$ cat src/rtl/mac_gate_pkg.sv
// Shared types for the MAC run gate.
// Assumes exactly two directions, transmit at index 0 and receive at index 1.
package mac_gate_pkg;

    localparam int NUM_DIR = 2;
    localparam int DIR_TX  = 0;
    localparam int DIR_RX  = 1;

    // Control bits of one direction as the host sees them.
    typedef struct packed {
        logic run;
        logic stop;
    } dir_cfg_t;

    // Status presented to one path.
    typedef struct packed {
        logic gate;
        logic abort;
        logic active;
        logic idle;
    } dir_stat_t;

    // Derived condition of one direction.
    typedef enum logic [2:0] {
        DS_OFF   = 3'd0,   // no frame, not accepting
        DS_READY = 3'd1,   // no frame, accepting
        DS_FRAME = 3'd2,   // frame open, running
        DS_DRAIN = 3'd3,   // frame open, stop pending at frame end
        DS_CUT   = 3'd4    // frame open, run bit gone: abort
    } dir_state_e;

endpackage

$ cat src/rtl/gate_ctl_regs.sv
// Control bits of the run gate: a run and a stop bit per direction plus a
// sticky reinit bit. Assumes one host write strobe that loads all bits at
// once. A write carrying reinit forces every stop bit high and every run bit
// low. Reinit only clears through a write that carries reinit=0.
module gate_ctl_regs
    import mac_gate_pkg::*;
(
    input  logic                    clk,
    input  logic                    rst_n,
    input  logic                    wr,
    input  dir_cfg_t [NUM_DIR-1:0]  wr_cfg,
    input  logic                    wr_reinit,
    output dir_cfg_t [NUM_DIR-1:0]  cfg,
    output logic                    reinit
);

    dir_cfg_t [NUM_DIR-1:0] cfg_q;
    dir_cfg_t [NUM_DIR-1:0] cfg_d;
    logic                   reinit_q;

    // Apply the reinit override to the incoming write data.
    always_comb begin
        for (int d = 0; d < NUM_DIR; d++) begin
            cfg_d[d].run  = wr_cfg[d].run & ~wr_reinit;
            cfg_d[d].stop = wr_cfg[d].stop | wr_reinit;
        end
    end

    // Hold the control bits; load them on a host write.
    always_ff @(posedge clk) begin
        if (!rst_n) begin
            cfg_q    <= '0;
            reinit_q <= 1'b0;
        end else if (wr) begin
            cfg_q    <= cfg_d;
            reinit_q <= wr_reinit;
        end
    end

    assign cfg    = cfg_q;
    assign reinit = reinit_q;

endmodule

$ cat src/rtl/frame_tracker.sv
// Tracks whether one path has a frame open. A frame opens on a start strobe
// seen while starts are allowed, and closes on an end strobe or on a kill.
// Assumes the path never raises an end strobe for a frame it did not start.
// A stray end strobe with no open frame is harmless.
module frame_tracker (
    input  logic clk,
    input  logic rst_n,
    input  logic sof,
    input  logic eof,
    input  logic start_ok,
    input  logic kill,
    output logic in_frame
);

    logic open_q;
    logic open_d;

    // Next frame-open state from the boundary strobes.
    always_comb begin
        if (kill) begin
            open_d = 1'b0;
        end else if (open_q) begin
            open_d = ~eof;
        end else begin
            open_d = sof & start_ok & ~eof;
        end
    end

    // Register the frame-open flag.
    always_ff @(posedge clk) begin
        if (!rst_n) begin
            open_q <= 1'b0;
        end else begin
            open_q <= open_d;
        end
    end

    assign in_frame = open_q;

endmodule

$ cat src/rtl/dir_gate.sv
// Gating for one direction. It combines the direction's run and stop bits
// with the frame-open flag into a condition, and decodes that condition into
// the gate, abort, active and idle outputs. Assumes the control bits come
// from registers, so every output depends only on state.
module dir_gate
    import mac_gate_pkg::*;
(
    input  logic      clk,
    input  logic      rst_n,
    input  dir_cfg_t  cfg,
    input  logic      sof,
    input  logic      eof,
    output dir_stat_t stat
);

    logic       in_frame;
    logic       start_ok;
    dir_state_e state;

    assign start_ok = cfg.run & ~cfg.stop;

    frame_tracker u_track (
        .clk      (clk),
        .rst_n    (rst_n),
        .sof      (sof),
        .eof      (eof),
        .start_ok (start_ok),
        .kill     (~cfg.run),
        .in_frame (in_frame)
    );

    // Classify the direction from its control bits and frame flag.
    always_comb begin
        if (!in_frame) begin
            state = start_ok ? DS_READY : DS_OFF;
        end else if (!cfg.run) begin
            state = DS_CUT;
        end else if (cfg.stop) begin
            state = DS_DRAIN;
        end else begin
            state = DS_FRAME;
        end
    end

    // Decode the condition into the status presented to the path.
    always_comb begin
        stat = '0;
        unique case (state)
            DS_OFF:   stat.idle   = 1'b1;
            DS_READY: begin
                stat.gate   = 1'b1;
                stat.active = 1'b1;
            end
            DS_FRAME: begin
                stat.gate   = 1'b1;
                stat.active = 1'b1;
            end
            DS_DRAIN: stat.gate   = 1'b1;
            DS_CUT:   stat.abort  = 1'b1;
            default:  stat      = '0;
        endcase
    end

endmodule

$ cat src/rtl/mac_run_gate.sv
// Top of the MAC run gate. It holds the control bits and gates the transmit
// and receive paths, one dir_gate per direction. Assumes a synchronous,
// active-low reset and boundary strobes that are synchronous to clk.
module mac_run_gate
    import mac_gate_pkg::*;
(
    input  logic clk,
    input  logic rst_n,
    input  logic cfg_wr,
    input  logic cfg_tx_run,
    input  logic cfg_tx_stop,
    input  logic cfg_rx_run,
    input  logic cfg_rx_stop,
    input  logic cfg_reinit,
    output logic stat_tx_run,
    output logic stat_tx_stop,
    output logic stat_rx_run,
    output logic stat_rx_stop,
    output logic stat_reinit,
    input  logic tx_sof,
    input  logic tx_eof,
    input  logic rx_sof,
    input  logic rx_eof,
    output logic tx_gate,
    output logic tx_abort,
    output logic tx_active,
    output logic tx_idle,
    output logic rx_gate,
    output logic rx_abort,
    output logic rx_active,
    output logic rx_idle
);

    dir_cfg_t  [NUM_DIR-1:0] wr_cfg;
    dir_cfg_t  [NUM_DIR-1:0] cfg;
    dir_stat_t [NUM_DIR-1:0] stat;
    logic      [NUM_DIR-1:0] sof;
    logic      [NUM_DIR-1:0] eof;

    // Gather the per-direction port signals into arrays.
    always_comb begin
        wr_cfg[DIR_TX] = '{run: cfg_tx_run, stop: cfg_tx_stop};
        wr_cfg[DIR_RX] = '{run: cfg_rx_run, stop: cfg_rx_stop};
        sof            = '0;
        eof            = '0;
        sof[DIR_TX]    = tx_sof;
        sof[DIR_RX]    = rx_sof;
        eof[DIR_TX]    = tx_eof;
        eof[DIR_RX]    = rx_eof;
    end

    gate_ctl_regs u_regs (
        .clk       (clk),
        .rst_n     (rst_n),
        .wr        (cfg_wr),
        .wr_cfg    (wr_cfg),
        .wr_reinit (cfg_reinit),
        .cfg       (cfg),
        .reinit    (stat_reinit)
    );

    for (genvar d = 0; d < NUM_DIR; d++) begin : g_dir
        dir_gate u_gate (
            .clk   (clk),
            .rst_n (rst_n),
            .cfg   (cfg[d]),
            .sof   (sof[d]),
            .eof   (eof[d]),
            .stat  (stat[d])
        );
    end

    assign stat_tx_run  = cfg[DIR_TX].run;
    assign stat_tx_stop = cfg[DIR_TX].stop;
    assign stat_rx_run  = cfg[DIR_RX].run;
    assign stat_rx_stop = cfg[DIR_RX].stop;

    assign tx_gate   = stat[DIR_TX].gate;
    assign tx_abort  = stat[DIR_TX].abort;
    assign tx_active = stat[DIR_TX].active;
    assign tx_idle   = stat[DIR_TX].idle;
    assign rx_gate   = stat[DIR_RX].gate;
    assign rx_abort  = stat[DIR_RX].abort;
    assign rx_active = stat[DIR_RX].active;
    assign rx_idle   = stat[DIR_RX].idle;

endmodule

$ cat config.mk
export PLATFORM = sky130hd
export DESIGN_NAME = mac_run_gate
export DESIGN_NICKNAME = d
export VERILOG_FILES = /design/src/rtl/mac_gate_pkg.sv /design/src/rtl/gate_ctl_regs.sv /design/src/rtl/frame_tracker.sv /design/src/rtl/dir_gate.sv /design/src/rtl/mac_run_gate.sv
export SDC_FILE = /design/constraint.sdc
export NUM_CORES = 1
export LEC_CHECK = 0
export BUFFER_PORTS_ARGS = -buffer_cell sky130_fd_sc_hd__buf_2
export CAP_MARGIN = 20
export CORE_AREA = 10 10 47 49
export DETAILED_ROUTE_END_ITERATION = 8
export DIE_AREA = 0 0 57 59
export PLACE_DENSITY = 0.52
export SYNTH_ARGS = -nofsm -noshare
export SYNTH_HDL_FRONTEND = slang
export SYNTH_SLANG_ARGS = --single-unit
$ cat constraint.sdc
create_clock -name clk -period 0.9 [get_ports clk]
set_input_delay 0.225 -clock clk [delete_from_list [all_inputs] [get_ports clk]]
set_output_delay 0.225 -clock clk [all_outputs]
set_load 0.05 [all_outputs]
## Word-level counts from Yosys, hierarchy flattened

Cells that the tools add are included.

| operators by class | value |
|---|---|
| add/subtract/negate cells | 0 |
| multipliers | 0 |
| divide/modulo/power cells | 0 |
| magnitude comparators | 0 |
| equality and inequality tests | 8 |
| shifts and indexed selects | 0 |
| mux-type cells | 18 |
| bitwise gates (word level) | 15 |
| reductions and logical operators | 8 |

Operator list:

| cell | count |
|---|---|
| $mux W1 | 14 |
| $eq A3 B2 Y1 const B | 4 |
| $mux W3 | 4 |
| $and A1 B1 Y1 | 8 |
| $eq A3 B1 Y1 const B | 2 |
| $eq A3 B3 Y1 const B | 2 |
| $logic_not A3 Y1 | 2 |
| $reduce_or A3 Y1 | 2 |
| $not A1 Y1 | 5 |
| $reduce_and A2 Y1 | 2 |
| $reduce_or A2 Y1 | 2 |
| $or A1 B1 Y1 | 2 |

| word-level totals | value |
|---|---|
| register bits after elaboration | 7 |
| bits in latches | 0 |
| memory bits (writable) | 0 |
| bits in read-only memories | 0 |
| output and inout bits | 13 |
| word-level logic and storage cells | 56 |
| memories | 0 |

## Longest topological paths before layout

| depth | value |
|---|---|
| word-level depth | 7 |
| depth in mapped cells | 3 |

## Hierarchy

From an unflattened synthesis, not the netlist that was laid out.

| second synthesis, totals | value |
|---|---|
| cells, all modules | 36 |
| area, all modules | 355.3 um^2 |

Modules (own cells, without submodules):

| module | instances | cells each | area each (um^2) |
|---|---|---|---|
| gate_ctl_regs | 1 | 16 | 180.2 |
| dir_gate | 2 | 7 | 47.5 |
| frame_tracker | 2 | 3 | 40.0 |

## Worst setup path after synthesis

OpenSTA, ideal clock, no wires.

| timing path | value |
|---|---|
| path kind | register to output |
| from | reg u_regs.cfg_q (netlist bit u_regs.cfg[3]) |
| to | out rx_idle |
| arrival time | 1.945 ns |
| required time | 0.675 ns |
| path slack | -1.270 ns |
| stages on the path, launching flop included | 3 |
| buffers on the path | 0 |
| cell sequence | dfxtp_1 > nor2b_1 > nor2_1 |

| between the ends | value |
|---|---|
| cells in the longest elaborated chain, start to end | 5 |
| elaborated cells between the ends (all ways) | 6 |
| classes of those cells | 4 x mux; 1 x bitwise; 1 x reduce/logical |

RTL lines:

| item | line | RTL |
|---|---|---|
| start: declaration | gate_ctl_regs.sv:17 | `dir_cfg_t [NUM_DIR-1:0] cfg_q;` |
| start signal: assignment | gate_ctl_regs.sv:35 | `cfg_q <= cfg_d;` |
| $and A1 B1 Y1 | dir_gate.sv:20 | `assign start_ok = cfg.run & ~cfg.stop;` |
| $mux W1 | dir_gate.sv:35 | `state = start_ok ? DS_READY : DS_OFF;` |
| $mux W3 (*) | dir_gate.sv:34 | `if (!in_frame) begin` |
| $logic_not A3 Y1 (*) | dir_gate.sv:48 | `unique case (state)` |
| $mux W1 (*) | dir_gate.sv:48 |  |
| end: declaration | mac_run_gate.sv:31 | `output logic rx_idle` |

Mark *: on every way between the ends. The rest lies on a longest branch, timed or not.

## Worst setup path after layout

| timing path | value |
|---|---|
| from | reg u_regs.cfg_q (netlist bit u_regs.cfg[1]) |
| to | out tx_idle |

| between the ends | value |
|---|---|
| cells in the longest elaborated chain, start to end | 5 |
| elaborated cells between the ends (all ways) | 6 |
| classes of those cells | 4 x mux; 1 x bitwise; 1 x reduce/logical |

RTL lines:

| item | line | RTL |
|---|---|---|
| $and A1 B1 Y1 | dir_gate.sv:20 |  |
| $mux W1 | dir_gate.sv:35 |  |
| $mux W3 (*) | dir_gate.sv:34 |  |
| $logic_not A3 Y1 (*) | dir_gate.sv:48 |  |
| $mux W1 (*) | dir_gate.sv:48 |  |
| end: declaration | mac_run_gate.sv:27 | `output logic tx_idle,` |

Marks and branches as above.

==> impl_metrics.env <==
export IMPL_status="finished, violations left"
export IMPL_violations="negative setup slack"
export IMPL_core_area_um2=1401
export IMPL_synthTopCellsByCount="7 x dfxtp_1, 4 x nand2_1, 4 x nor2_1"
export IMPL_use_met3=0.03863
export IMPL_yosysUniqueCellTypes=14
export IMPL_cts_tree="done"
export IMPL_power_uw=897.8
export IMPL_die_w_um=57
export IMPL_clkPwrFrac=0.311
export IMPL_syn_area_per_cell_um2=8.937
export IMPL_post_route_min_period_ps=1218
export IMPL_cts_root_buffer="clkbuf_4"
export IMPL_reg2reg_from="u_regs.cfg[2]"
export IMPL_synth_top_area_cell="dfxtp_1"
export IMPL_slew_violations=0
export IMPL_grtUsageMet2=0.1240
export IMPL_io_buffers=24
export IMPL_end_kind="primary output"
export IMPL_grt_pass1_wl_um=1938
export IMPL_power_density_nw_per_um2=1184
export IMPL_wirelength_um=1150
export IMPL_synth_most_common_cell="dfxtp_1"
export IMPL_fp_row_count=14
export IMPL_yosys_area_top_type_share=0.4480
export IMPL_cp_slowest_stage_delay_ps=360
export IMPL_top_usage_layer="met2"
export IMPL_drc=0
export IMPL_fmax_ghz=0.8210
export IMPL_internal_power_uw=624.8
export IMPL_drt_iter0_drc=5
export IMPL_p_seq_frac=0.380
export IMPL_synth_cells=35
export IMPL_nFillCells=130
export IMPL_dieArea_um2=3363
export IMPL_relSlewSlack=0.9111
export IMPL_worst_setup_path_start_kind="flop"
export IMPL_drt_pass1_iter_count=2
export IMPL_avgRoutedWirePerCell_um=12.92
export IMPL_viasPerCell=4.494
export IMPL_setup_violations_final=15
export IMPL_drv_cap=0
export IMPL_cp_required_ps=670
export IMPL_tightest_slew_ps=129.7
export IMPL_yosys_register_bits=7
export IMPL_cts_sinks=7
export IMPL_postCtsHoldBufs=0
export IMPL_ant_nets=0
export IMPL_dp_hpwl_um=809
export IMPL_hold_path_class="in2reg"
export IMPL_synth_async_sr_flop_share=0
export IMPL_cts_buffers=3
export IMPL_nets=86
export IMPL_syn_to_final_growth_pct=142.4
export IMPL_vias=400
export IMPL_cp_max_fo=4
export IMPL_h_tree_depth=1
export IMPL_syn_nets=47
export IMPL_clockBufferDepth=2
export IMPL_yosysSeqAreaShare=0.4480
export IMPL_min_from="rx_eof"
export IMPL_fin_util=0.5411
export IMPL_die_h_um=59
export IMPL_rsz0062_at_grt="yes"
export IMPL_critical_path_top_delay_family="flip-flops"
export IMPL_synth_edff_count=0
export IMPL_combPwrFrac=0.309
export IMPL_power_switching_uw=273.0
export IMPL_crit_buf_inv=1
export IMPL_netSwitchingFraction=0.3041
export IMPL_skew_ps=0.1268
export IMPL_start_util=0.2232
export IMPL_crit_start="u_regs.cfg[1]"
export IMPL_clk_pin_slew_ps=50
export IMPL_gr_total_overflow=0
export IMPL_grt_antenna_before_repair=0
export IMPL_crit_arrival_ps=990
export IMPL_fin_crit_sh=1.353
export IMPL_yosys_warnings=0
export IMPL_ios=25
export IMPL_crit_path_cell_trace="nor2b_4 -> nor2_4 -> buf_6"
export IMPL_hold_viol=0
export IMPL_grt_max_degree=10
export IMPL_synth_area_leaders="dfxtp_1 45%, o221a_1 7.2%, nor2b_1 6.0%"
export IMPL_routabilityCongestion=0.6385
export IMPL_drive_above_1_share=0.8356
export IMPL_grt_pass1_vias=419
export IMPL_grtUsageMet1=0.07236
export IMPL_ys_flop_type="dfxtp_1"
export IMPL_antennaDiodeCount=0
export IMPL_vdd_ir_drop_worst_mv=0.6837
export IMPL_grt_usage=0.07127
export IMPL_slowest_stage="dfxtp_4"
export IMPL_clk_latency_ps=240
export IMPL_timing_final_ws_setup_ps=-318.0
export IMPL_p_leak_uw=0.0003346
export IMPL_worstSetupPathType="reg2out"
export IMPL_synth_area_um2=312.8
[cell families after synthesis]
kind of cell | synth area share
AND/OR/NAND/NOR | 0.2720
buffers and inverters | 0.04802
multiplexers | 0.03200
AO/OA/AOI/OAI | 0.2000
flip-flops | 0.4480
[final timing paths]
path | endpoint | cells after the start | slack [ps]
max reg2reg | g_dir[1].u_gate.u_track.in_frame | 4 | -120
max | tx_idle | 3 | -320
min | g_dir[1].u_gate.u_track.in_frame | 2 | 130
min reg2reg | g_dir[1].u_gate.u_track.in_frame | 2 | 510
[layout make-up]
class | instances | area [µm²] | share of cell area
Sequential cell | 7 | 158.9 | 0.2096
Clock buffer | 4 | 26.28 | 0.03465
Timing Repair Buffer | 35 | 317.8 | 0.4191
Multi-Input combinational cell | 25 | 227.7 | 0.3003
Tap cell | 16 | 20.02 | 0.02640
Inverter | 2 | 7.507 | 0.009901
[worst reg2reg max path, delay by kind of cell, from the launching register on]
family / cells / cell delay [ps]
AO/OA/AOI/OAI: 1 / 190
AND/OR/NAND/NOR: 1 / 130
flip-flops: 1 / 360
buffers and inverters: 2 / 270
[placed cells by master, fill, tap and decap left out, types with 2 or more instances in the layout]
cell type | netlist | final
a211oi_2 | 0 | 2
a21boi_2 | 0 | 2
buf_2 | 0 | 11
buf_4 | 1 | 8
buf_6 | 0 | 10
buf_8 | 0 | 6
clkbuf_4 | 0 | 3
dfxtp_2 | 0 | 3
dfxtp_4 | 0 | 4
inv_2 | 0 | 2
nand2_1 | 4 | 3
nand2b_4 | 0 | 2
nand3b_1 | 2 | 2
nor2_2 | 0 | 2
nor2_4 | 0 | 2
nor2b_4 | 0 | 2
o21ai_0 | 2 | 2
o221a_1 | 2 | 2
[sequential cells by signal (all words and copies together) (netlist names)]
name / flops
u_regs.cfg: 4
u_regs.reinit: 1
g_dir.u_gate.u_track.in_frame: 2
[stage by stage]
step           cells  TNS, ps  hold slack [ps]  instance area (µm²)  setup WS (ps)
3_5_place_dp      79   -945.6            386.6                536.8         -173.4
3_3_place_gp      79   -895.6            384.8                536.8         -160.0
2_1_floorplan     35    -1909            297.8                366.6         -307.0
4_1_cts           86    -2977            114.9                705.7         -314.9
6_report          89    -3251            129.1                758.2         -318.0
5_1_grt           89    -3851            106.5                758.2         -353.5
[repair_timing]
| item | CTS | global route |
|---|---|---|
| pin swaps | 3 | 3 |
| setup endpoints to repair | 14 | 15 |
| gates resized for setup | 39 | 7 |
| buffers inserted | 3 | 3 |
[power by group through the flow]
| stage | clock (µW) | combinational [µW] | sequential [µW] |
|---|---|---|---|
| global route | 325 | 293 | 343 |
| global placement | 0 | 193 | 347 |
| CTS | 298 | 252 | 342 |
| detailed placement | 0 | 192 | 347 |
| floorplan | 0 | 83.1 | 392 |
| finish | 279 | 278 | 341 |
[layer usage]
layer,vias up,part of all wire
li1,196,-
met1,194,0.34
met2,10,0.59
met3,0,0.063
met4,0,0
met5,-,0
No activity file was read; power rests on OpenSTA's default activity.
